==> src/rtl/tmr8_pkg.sv <==
package tmr8_pkg;
  localparam int DW = 8;
  localparam int AW = 2;
  localparam int NFLAG = 3;

  typedef logic [DW-1:0] word_t;

  // register addresses
  localparam logic [AW-1:0] ADDR_CNT = 2'd0;
  localparam logic [AW-1:0] ADDR_A   = 2'd1;
  localparam logic [AW-1:0] ADDR_B   = 2'd2;
  localparam logic [AW-1:0] ADDR_CSR = 2'd3;

  // status byte: flags occupy the top NFLAG bits, {B, A, wrap}
  localparam int FLAG_LSB = DW - NFLAG;
  localparam int ADTE_BIT = 4;

  // control -> datapath
  typedef struct packed {
    logic       ldCnt;
    logic       ldA;
    logic       ldB;
    word_t      data;
    logic [1:0] actA;
    logic [1:0] selB;
  } tmrStrobe_t;

  // datapath -> control
  typedef struct packed {
    logic hitB;
    logic hitA;
    logic wrap;
  } tmrEvent_t;
endpackage

==> src/rtl/tmr8_datapath.sv <==
module tmr8_datapath
  import tmr8_pkg::*;
#(
  parameter int SYNC_STAGES = 2
) (
  input  logic       clk,
  input  logic       rstN,
  input  logic       countTick,
  input  logic       capMode,
  input  logic       capPin,
  input  tmrStrobe_t strobe,
  output tmrEvent_t  evt,
  output word_t      cntVal,
  output word_t      regAVal,
  output word_t      regBVal,
  output logic       cmpOut
);
  localparam int LAST = SYNC_STAGES - 1;

  word_t cntQ, regAQ, regBQ;
  logic [SYNC_STAGES-1:0] syncQ;
  logic prevQ, outQ, outNext;
  logic riseEdge, fallEdge, capHit, cmpHitA, cmpHitB;

  function automatic logic applyAct(input logic [1:0] act, input logic cur);
    case (act)
      2'b01:   return 1'b0;
      2'b10:   return 1'b1;
      2'b11:   return ~cur;
      default: return cur;
    endcase
  endfunction

  // capture pin synchroniser and edge detector
  always_ff @(posedge clk or negedge rstN) begin
    if (!rstN) begin
      syncQ <= '0;
      prevQ <= 1'b0;
    end else begin
      syncQ <= {syncQ[SYNC_STAGES-2:0], capPin};
      prevQ <= syncQ[LAST];
    end
  end

  assign riseEdge = syncQ[LAST] & ~prevQ;
  assign fallEdge = ~syncQ[LAST] & prevQ;
  assign capHit   = capMode & ((strobe.selB[0] & riseEdge) | (strobe.selB[1] & fallEdge));

  assign cmpHitA  = countTick & (cntQ == regAQ);
  assign cmpHitB  = countTick & ~capMode & (cntQ == regBQ);

  always_ff @(posedge clk or negedge rstN) begin
    if (!rstN) begin
      cntQ  <= '0;
      regAQ <= '0;
      regBQ <= '0;
    end else begin
      if (strobe.ldCnt)   cntQ <= strobe.data;
      else if (countTick) cntQ <= cntQ + 1'b1;
      if (strobe.ldA)     regAQ <= strobe.data;
      if (strobe.ldB)     regBQ <= strobe.data;
      else if (capHit)    regBQ <= cntQ;
    end
  end

  always_comb begin
    outNext = outQ;
    if (cmpHitB && strobe.selB != 2'b00) outNext = applyAct(strobe.selB, outQ);
    else if (cmpHitA)                    outNext = applyAct(strobe.actA, outQ);
  end

  always_ff @(posedge clk or negedge rstN) begin
    if (!rstN) outQ <= 1'b0;
    else       outQ <= outNext;
  end

  assign evt.hitA = cmpHitA;
  assign evt.hitB = cmpHitB | capHit;
  assign evt.wrap = countTick & (cntQ == {DW{1'b1}});
  assign cntVal   = cntQ;
  assign regAVal  = regAQ;
  assign regBVal  = regBQ;
  assign cmpOut   = outQ;
endmodule

==> src/rtl/tmr8_ctrl.sv <==
module tmr8_ctrl
  import tmr8_pkg::*;
(
  input  logic          clk,
  input  logic          rstN,
  input  logic          wrEn,
  input  logic          rdEn,
  input  logic [AW-1:0] addr,
  input  word_t         wrData,
  input  tmrEvent_t     evt,
  input  word_t         cntVal,
  input  word_t         regAVal,
  input  word_t         regBVal,
  input  logic          trigGlobalEn,
  input  logic          extTrig,
  output tmrStrobe_t    strobe,
  output word_t         rdData,
  output word_t         csrVal,
  output logic          adStart
);
  logic [NFLAG-1:0] flagQ, armedQ, setEv;
  logic [FLAG_LSB-1:0] cfgQ;
  logic csrWr, csrRd;

  assign csrWr = wrEn & (addr == ADDR_CSR);
  assign csrRd = rdEn & (addr == ADDR_CSR);
  assign setEv = {evt.hitB, evt.hitA, evt.wrap};

  always_ff @(posedge clk or negedge rstN) begin
    if (!rstN) begin
      flagQ  <= '0;
      armedQ <= '0;
      cfgQ   <= '0;
    end else begin
      for (int i = 0; i < NFLAG; i++) begin
        if (setEv[i])
          flagQ[i] <= 1'b1;
        else if (csrWr && armedQ[i] && !wrData[FLAG_LSB+i])
          flagQ[i] <= 1'b0;
      end
      if (csrWr)      armedQ <= '0;
      else if (csrRd) armedQ <= armedQ | flagQ;
      if (csrWr)      cfgQ <= wrData[FLAG_LSB-1:0];
    end
  end

  assign csrVal = {flagQ, cfgQ};

  always_comb begin
    case (addr)
      ADDR_CNT: rdData = cntVal;
      ADDR_A:   rdData = regAVal;
      ADDR_B:   rdData = regBVal;
      default:  rdData = csrVal;
    endcase
  end

  assign strobe.ldCnt = wrEn & (addr == ADDR_CNT);
  assign strobe.ldA   = wrEn & (addr == ADDR_A);
  assign strobe.ldB   = wrEn & (addr == ADDR_B);
  assign strobe.data  = wrData;
  assign strobe.actA  = cfgQ[1:0];
  assign strobe.selB  = cfgQ[3:2];

  assign adStart = trigGlobalEn & (cfgQ[ADTE_BIT] ? evt.hitA : extTrig);
endmodule

==> src/rtl/tmr8_channel.sv <==
module tmr8_channel
  import tmr8_pkg::*;
#(
  parameter int SYNC_STAGES = 2
) (
  input  logic          clk,
  input  logic          rstN,
  input  logic          wrEn,
  input  logic          rdEn,
  input  logic [AW-1:0] addr,
  input  logic [DW-1:0] wrData,
  output logic [DW-1:0] rdData,
  input  logic          countTick,
  input  logic          capMode,
  input  logic          capPin,
  input  logic          extTrig,
  input  logic          trigGlobalEn,
  output logic          cmpOut,
  output logic          adStart
);
  tmrStrobe_t strobe;
  tmrEvent_t  evt;
  word_t cntVal, regAVal, regBVal, csrVal;

  tmr8_ctrl uCtrl (
    .clk(clk), .rstN(rstN), .wrEn(wrEn), .rdEn(rdEn), .addr(addr),
    .wrData(wrData), .evt(evt), .cntVal(cntVal), .regAVal(regAVal),
    .regBVal(regBVal), .trigGlobalEn(trigGlobalEn), .extTrig(extTrig),
    .strobe(strobe), .rdData(rdData), .csrVal(csrVal), .adStart(adStart)
  );

  tmr8_datapath #(.SYNC_STAGES(SYNC_STAGES)) uPath (
    .clk(clk), .rstN(rstN), .countTick(countTick), .capMode(capMode),
    .capPin(capPin), .strobe(strobe), .evt(evt), .cntVal(cntVal),
    .regAVal(regAVal), .regBVal(regBVal), .cmpOut(cmpOut)
  );
endmodule

==> config.mk <==
export PLATFORM = sky130hd
export DESIGN_NAME = tmr8_channel
export DESIGN_NICKNAME = d
export VERILOG_FILES = /design/src/rtl/tmr8_pkg.sv /design/src/rtl/tmr8_datapath.sv /design/src/rtl/tmr8_ctrl.sv /design/src/rtl/tmr8_channel.sv
export SDC_FILE = /design/constraint.sdc
export NUM_CORES = 1
export LEC_CHECK = 0
export ABC_AREA = 1
export BUFFER_PORTS_ARGS = -buffer_cell sky130_fd_sc_hd__buf_4
export CAP_MARGIN = 20
export CORE_MARGIN = 2
export CORE_UTILIZATION = 25
export CTS_BUF_LIST = sky130_fd_sc_hd__clkbuf_4 sky130_fd_sc_hd__clkbuf_8
export DETAILED_ROUTE_END_ITERATION = 7
export HOLD_SLACK_MARGIN = 0.02
export PLACE_DENSITY = 0.46
export SKIP_CTS_REPAIR_TIMING = 1
export SLEW_MARGIN = 25
export SYNTH_ARGS = -nofsm -noshare
export SYNTH_HDL_FRONTEND = slang
export SYNTH_HIERARCHICAL = 1
export SYNTH_SLANG_ARGS = --single-unit
==> constraint.sdc <==
create_clock -name clk -period 1.6 [get_ports clk]
set_input_delay 0.32 -clock clk [delete_from_list [all_inputs] [get_ports clk]]
set_output_delay 0.32 -clock clk [all_outputs]
set_load 0.05 [all_outputs]
* Yosys cells after proc, flatten, opt, wreduce, memory -nomap -nowiden
Index checks and enable logic that the tools add are counted.
** Cells by class
- Add/sub/neg operators :: 1
- Equality and inequality tests :: 13
- Mux-type cells :: 18
- Bitwise logic cells :: 22
- Reduce and logical (&&, ||, !) cells :: 21
** Operators by type and width (number)
- 2-to-1 mux 8 bit :: 4
- one-hot mux 8 bit (3 select lines) :: 1
- equality test 8 bit :: 2
- nonzero test 2 bit :: 8
- bitwise AND 1 bit :: 15
- equality test 2 bit, second input constant :: 6
- 2-to-1 mux 1 bit :: 9
- adder 8 x 1 -> 8 bit, second input constant :: 1
- equality test 8 bit, second input constant :: 1
- logical AND 1 bit :: 7
- equality test 2 x 1 -> 1 bit, second input constant :: 3
- 2-to-1 mux 3 bit :: 2
- one-hot mux 1 bit (3 select lines) :: 2
- != test 4 bit, second input constant :: 1
- NOT 1 bit :: 4
- nonzero test 4 bit :: 1
- logical NOT 1 bit :: 3
- bitwise OR 3 bit :: 1
- AND reduction 3 bit :: 1
- logical NOT 2 bit :: 1
- bitwise OR 1 bit :: 2
** Storage, ports and cells
- Register bits after elaboration :: 39
- Input bits :: 19
- Output and inout port bits :: 10

* Logic depth before layout (Yosys ltp)
Gate-level depths: netlist of the first run.
- Word-level depth :: 7
- Depth in mapped cells :: 11
- Depth with buffers taken out :: 11

* Cells and area by module
Netlist of the first run, hierarchy kept.
** By module, submodules not included
- tmr8_datapath :: instances 1, cells each 241, area each 1692.9 sq um, seq. area each 700.7 sq um
- tmr8_ctrl :: instances 1, cells each 123, area each 854.6 sq um, seq. area each 275.3 sq um

* Worst setup path before layout of the first run
Ideal clock, no wire load.
- Kind :: reg-to-output
- From :: reg uPath.cntQ[7], in the netlist uPath/cntVal[7]
- To :: out adStart
- Arrival :: 1.877 ns
- Required time :: 1.280 ns
- Setup slack :: -0.597 ns
- Cell stages (with the launch flop) :: 8
- Buffers on the path :: 1
- Cell sequence :: dfrtp_1 -> inv_2 -> a21oi_1 -> nand4_1 -> nor4_1 -> buf_4 -> inv_1 -> a21oi_1
** On the way
- Cells in the longest elaborated chain, start to end :: 4
** RTL lines
- from (decl) :: RTL line tmr8_datapath.sv:20 : word_t cntQ, regAQ, regBQ;
- from (signal assigned) :: RTL line tmr8_datapath.sv:58 : if (strobe.ldCnt) cntQ <= strobe.data;
- from (signal assigned) :: RTL line tmr8_datapath.sv:59 : else if (countTick) cntQ <= cntQ + 1'b1;
- equality test 8 bit :: RTL line tmr8_datapath.sv:49 : assign cmpHitA = countTick & (cntQ == regAQ);
- bitwise AND 1 bit :: RTL line tmr8_datapath.sv:49
- via uPath.cmpHitA :: RTL line tmr8_datapath.sv:23 : logic riseEdge, fallEdge, capHit, cmpHitA, cmpHitB;
- 2-to-1 mux 1 bit :: RTL line tmr8_ctrl.sv:65 : assign adStart = trigGlobalEn & (cfgQ[ADTE_BIT] ? evt.hitA : extTrig);
- bitwise AND 1 bit :: RTL line tmr8_ctrl.sv:65
- to (decl) :: RTL line tmr8_channel.sv:19 : output logic adStart
The timed path passes the listed nets, and every way through them passes these cells.

==> results.py, run 1 <==
metrics = {
    "cts": {
        "cts_buffer_depth": 2,
        "clkTransAtPathRegs_ns": 0.08,
        "cts_root_buf": "clkbuf_8",
        "numCtsBuffers": 5,
        "tritoncts": "yes",
        "clock_latency_ns": 0.29,
        "cts_sinks": 39,
        "htree_levels": 2,
    },
    "drt": {
        "routed_wl_um": 8420,
        "avgRoutedWirePerCell_um": 15.1,
        "via_count": 2555,
        "ant_nets": 0,
        "dr.first_iter.drc_count": 120,
        "vias_per_cell": 4.57,
        "post-route-drc-count": 0,
        "firstDrtPassIters": 5,
    },
    "die": {
        "die_x_um": 105,
        "num_io_pins": 29,
        "num_rows": 36,
        "fp.dieArea_sq_um": 11000,
        "die_y_um": 105,
        "start_util_pct": 25.9,
        "coreArea_sq_um": 9820,
    },
    "power_and_ir_drop": {
        "power_density_nw_per_um2": 1350,
        "seq_power_share_pct": 32.2,
        "p_sw_share_pct": 42.0,
        "ir_worst_vdd_v": 0.000524,
        "p_clk_share_pct": 18.7,
        "p_int_mw": 2.72,
        "power.leakage_nw": 1.69,
        "total_power_mw": 4.69,
        "p_switching_mw": 1.97,
        "combPwrFrac_pct": 49.0,
    },
    "grt": {
        "grt_max_degree": 40,
        "gr-usage-all-layers_pct": 15.7,
        "grt_pass1_wl_um": 13400,
        "antenna_found_initial": 0,
        "grt_pass1_vias": 2473,
        "gr-total-overflow": 0,
    },
    "synthesis": {
        "ys_ff_latch": 39,
        "synthArstFlopShare_pct": 100,
        "ys.warnings.count": 6,
        "synth_edf_count": 0,
        "syn_inst": 364,
        "syn_nets": 384,
        "synth_seq_area_share_pct": 38.3,
        "synthFlopType": "dfrtp_1",
        "ys_types": 33,
        "syn_area_sq_um": 2550,
        "avgSynthCellArea_sq_um": 7.00,
    },
    "worst_setup_path": {
        "critPathArrivalTime_ns": 1.69,
        "worstPathRequired_ns": 1.28,
        "crit_fanout": 3,
        "crit_path_end_kind": "output port",
        "crit_type": "flip-flop to output port",
        "start_kind": "flip-flop",
    },
    "placement": {
        "place_hpwl_um": 6430,
        "dp_slack_ns": -0.189,
        "port_buffers": 28,
        "place_congestion": 0.868,
        "dp.cells": 547,
    },
    "sta": {
        "setup_viol": 2,
        "skew_ns": 0.00406,
        "tightest_slew_ns": 0.553,
        "fin_crit_sh_pct": 125,
        "rsz0062_at_grt": "yes",
        "fin_ws_ns": -0.405,
        "max_freq_mhz": 499,
        "hold_violations": 0,
        "fin_crit_ns": 2.01,
        "slew_headroom_pct": 63.1,
        "maxSlewViolCount": 0,
    },
    "job": {
        "drv_cap": 0,
    },
    "run_status": {
        "outcome": "complete, but fails checks",
        "violations": "setup timing",
    },
    "layout": {
        "stdcell_count": 559,
        "nets": 445,
        "final_common_cell": "nand2_1",
        "num_antenna_cells": 0,
        "drive_above_1_share_pct": 31.5,
        "mostFrequentLayoutCells": "nand2_1, buf_4, nand3_1, dfrtp_1, inv_1",
        "area_growth_pct": 36.2,
    },
    "hold_path": {
        "worst_hold_path_type": "primary input to async pin",
    },
}
==> power by group through the flow <==
stage	combinational [mW]	clock (mW)	sequential [mW]
floorplan	1.28	0	1.49
global placement	2.05	0	1.52
detailed placement	2.05	0	1.52
CTS	2.06	0.906	1.50
global route	2.52	0.951	1.56
finish	2.30	0.879	1.51
==> per-stage QoR <==
| step | hold WS, ns | util, % | instance area, sq um | TNS, ns |
|---|---|---|---|---|
| final | 0.00605 | 35.3 | 3470 | -0.406 |
| after floorplan | 0.0244 | - | 2580 | -0.0703 |
| after global routing | 0.0331 | 35.3 | 3470 | -0.797 |
| after CTS | 0.0215 | 33.3 | 3270 | -0.740 |
| after global placement | 0.354 | 32.1 | 3150 | -0.332 |
| after detailed placement | 0.346 | 32.1 | 3150 | -0.320 |
==> registers in the layout, summed over array words and instances, names as in the netlist <==
signal and flops:
uCtrl/armedQ 3, uCtrl/flagQ 3, uPath/cntVal 8, uPath/syncQ 2, uPath/prevQ 1, uPath/cmpOut 1
uPath/regAVal 8, uCtrl/cfgQ 5, uPath/regBVal 8
==> Yosys cell counts, drive strengths merged (5+ instances only) <==
cell type	count	area, sq um
nor2	27	106
nand2	113	432
o21ai	21	105
nand3	42	238
or2	6	37.5
nor3	5	25.0
o211ai	8	60.1
xor2	6	52.6
nand4	12	75.1
dfrtp	39	976
a21oi	8	40.0
inv	42	158
buf	20	145
==> cell families after synthesis <==
kind of cell    synth area share [%]
simple gates                    36.9
xor+xnor                        2.41
buf+inv                         12.6
compound gates                  9.23
flops                           38.3
fa+ha+maj                      0.491
==> worst max-delay path, stage by stage (launching register included) <==
cell	delay, ns
dfrtp_1	0.40
inv_1	0.07
nand2_1	0.05
nand2_1	0.09
nand4_1	0.15
nor4_4	0.26
inv_2	0.08
a21oi_4	0.12
buf_6	0.17
==> layout make-up <==
cell class	instances	area (sq um)
clock inverter	2	35.0
inverter	45	169
clock buffer	6	82.6
sequential	39	978
timing repair buffer	76	652
tap	133	166
fill	1099	6350
multi-input combinational	258	1390
==> final timing paths <==
kind / depth (start not counted) / startpoint / slack, ns / to
setup / recovery: 8 / uPath/regAVal[6] / -0.41 / adStart
hold / removal: 1 / rstN / 0.006 / uPath/regBVal[3]
setup reg to reg: 9 / uPath/cntVal[0] / 0 / uPath/cntVal[6]
hold reg to reg: 0 / uPath/syncQ[0] / 0.40 / uPath/syncQ[1]
max in group asynchronous: 1 / rstN / 1.18 / uPath/cntVal[7]
min in group clk: 1 / capPin / 0.13 / uPath/syncQ[0]
==> metal layers <==
metal | track usage (%) | wire length [um] | vias to the layer above
met5 | 0 | 0 | -
met4 | 2.57 | 43 | 0
met3 | 2.37 | 346 | 6
met2 | 26.2 | 4000 | 58
met1 | 21.9 | 4040 | 1196
li1 | - | - | 1295
No activity file was read; power rests on OpenSTA's default activity.
==> run 2: changes to the inputs <==
--- a/config.mk
+++ b/config.mk
@@ -8,6 +8,7 @@
 export ABC_AREA = 1
 export BUFFER_PORTS_ARGS = -buffer_cell sky130_fd_sc_hd__buf_4
 export CAP_MARGIN = 20
+export CORE_ASPECT_RATIO = 2
 export CORE_MARGIN = 2
 export CORE_UTILIZATION = 25
 export CTS_BUF_LIST = sky130_fd_sc_hd__clkbuf_4 sky130_fd_sc_hd__clkbuf_8
==> constraint.sdc (replaced) <==
create_clock -name clk -period 2.1 [get_ports clk]
set_input_delay 0.42 -clock clk [delete_from_list [all_inputs] [get_ports clk]]
set_output_delay 0.42 -clock clk [all_outputs]
set_load 0.05 [all_outputs]
==> run 2 against run 1 <==
The flow still finishes with violations (setup timing); register-to-register slack better by 0.39 ns; clock-buffer cell count down 1; critical path depth down 1; core utilization shrank 4.8 points; die area rose by 0.44%; combinational power fell by 41%; clock power decreased by 23%; sequential share of layout area rose by 3.9 points; non-clock buffer count down 28; clock skew is 0.011 ns higher; sequential power shrank 22%; largest cell class unchanged.
==> results.py, run 2 (same netlist as run 1, synthesis figures left out) <==
metrics = {
    "die": {
        "die_x_um": 75.4,
        "coreArea_sq_um": 10000,
        "fp.dieArea_sq_um": 11100,
        "num_io_pins": 29,
        "num_rows": 52,
        "die_y_um": 147,
        "start_util_pct": 25.4,
    },
    "worst_setup_path": {
        "crit_type": "flip-flop to output port",
        "critPathArrivalTime_ns": 1.71,
        "start_kind": "flip-flop",
        "worstPathRequired_ns": 1.68,
        "crit_path_end_kind": "output port",
        "crit_fanout": 6,
    },
    "drt": {
        "firstDrtPassIters": 4,
        "vias_per_cell": 4.72,
        "ant_nets": 0,
        "post-route-drc-count": 0,
        "via_count": 2515,
        "routed_wl_um": 8950,
        "dr.first_iter.drc_count": 155,
        "avgRoutedWirePerCell_um": 16.8,
    },
    "cts": {
        "cts_buffer_depth": 2,
        "tritoncts": "yes",
        "htree_levels": 2,
        "numCtsBuffers": 5,
        "cts_root_buf": "clkbuf_8",
        "clock_latency_ns": 0.32,
        "clkTransAtPathRegs_ns": 0.10,
        "cts_sinks": 39,
    },
    "grt": {
        "grt_most_used_layer": "met2",
        "gr-total-overflow": 0,
        "antenna_found_initial": 0,
        "grt_pass1_wl_um": 13800,
        "grt.met2_usage_pct": 31.8,
        "grt_max_degree": 40,
        "grtUsageMet1_pct": 16.7,
        "gr-usage-all-layers_pct": 17.5,
        "grt_pass1_vias": 2618,
        "use_met3_pct": 1.78,
    },
    "placement": {
        "place_hpwl_um": 7100,
        "port_buffers": 28,
        "place_congestion": 0.944,
        "place_area_sq_um": 2880,
        "dp_slack_ns": 0.0372,
    },
    "layout": {
        "fillers": 1153,
        "regArea_sq_um": 982,
        "num_antenna_cells": 0,
        "utilization_pct": 30.5,
        "final_common_cell": "nand2_1",
        "nets": 417,
        "mostFrequentLayoutCells": "nand2_1, buf_4, nand3_1",
        "multi_input_area_sq_um": 1260,
        "area_growth_pct": 20.1,
        "drive_above_1_share_pct": 22.6,
        "stdcell_area_sq_um": 3060,
    },
    "sta": {
        "slew_headroom_pct": 63.8,
        "setup_viol": 1,
        "rsz0062_at_grt": "yes",
        "maxSlewViolCount": 0,
        "tightest_slew_ns": 0.543,
        "skew_ns": 0.0151,
        "fin_crit_sh_pct": 101,
        "fin_crit_ns": 2.13,
        "max_freq_mhz": 469,
        "fin_ws_ns": -0.0314,
        "hold_violations": 0,
    },
    "run_status": {
        "violations": "setup timing",
        "outcome": "complete, but fails checks",
    },
    "job": {
        "drv_cap": 0,
    },
    "power_and_ir_drop": {
        "ir_worst_vdd_v": 0.000338,
        "power_density_nw_per_um2": 1050,
        "power.leakage_nw": 1.49,
    },
    "hold_path": {
        "worst_hold_path_type": "primary input to async pin",
    },
}
## run 2: worst max-delay path, cell delays in order, from the launching register on
cell and delay [ns]:
dfrtp_2 0.42, inv_2 0.07, nand2_1 0.08, nand4_1 0.11, nor4_1 0.26, inv_1 0.14
a21oi_2 0.15, buf_6 0.17
## run 2: area by class of cell
type                       instances  area share, %
clock inverter                     3           1.55
clock buffer                       5           2.25
multi-input combinational        258           41.2
inverter                          45           5.52
tap                              135           5.52
sequential                        39           32.1
timing repair buffer              48           11.9
## run 2: power by group
part / leakage (nW) / switching (mW) / internal [mW] / total (mW)
Combinational: 0.966 / 0.863 / 0.501 / 1.36
Clock: 0.0587 / 0.315 / 0.361 / 0.676
Sequential: 0.468 / 0.223 / 0.956 / 1.18
## run 2: worst paths after layout
path | startpoint | endpoint | slack [ns] | cells past startpoint
min in group clk | capPin | uPath/syncQ[0] | 0.20 | 1
worst max register to register | uPath/cntVal[0] | uCtrl/flagQ[0] | 0.39 | 8
worst min register to register | uPath/syncQ[0] | uPath/syncQ[1] | 0.37 | 0
worst max-delay path | uPath/cntVal[5] | adStart | -0.03 | 7
worst min-delay path | rstN | uPath/regAVal[4] | 0.08 | 1
max in group asynchronous | rstN | uPath/cntVal[5] | 1.60 | 1
## run 2: metrics by stage
step	power (mW)	hold slack (ns)	setup TNS, ns	instances
2_1_floorplan	2.08	0.124	0	364
3_3_place_gp	2.49	0.340	0	519
3_5_place_dp	2.50	0.355	0	519
4_1_cts	3.20	0.0963	-0.238	527
5_1_grt	3.45	0.110	-0.132	533
6_report	3.22	0.0850	-0.0314	533
## run 2: layer usage
layer  wire (um)  part of all wire [%]  up-vias
li1            -                     -     1236
met1        2920                    33     1179
met2        5010                    56       66
met3         205                   2.3       34
met4         813                   9.1        0
met5           0                     0        -
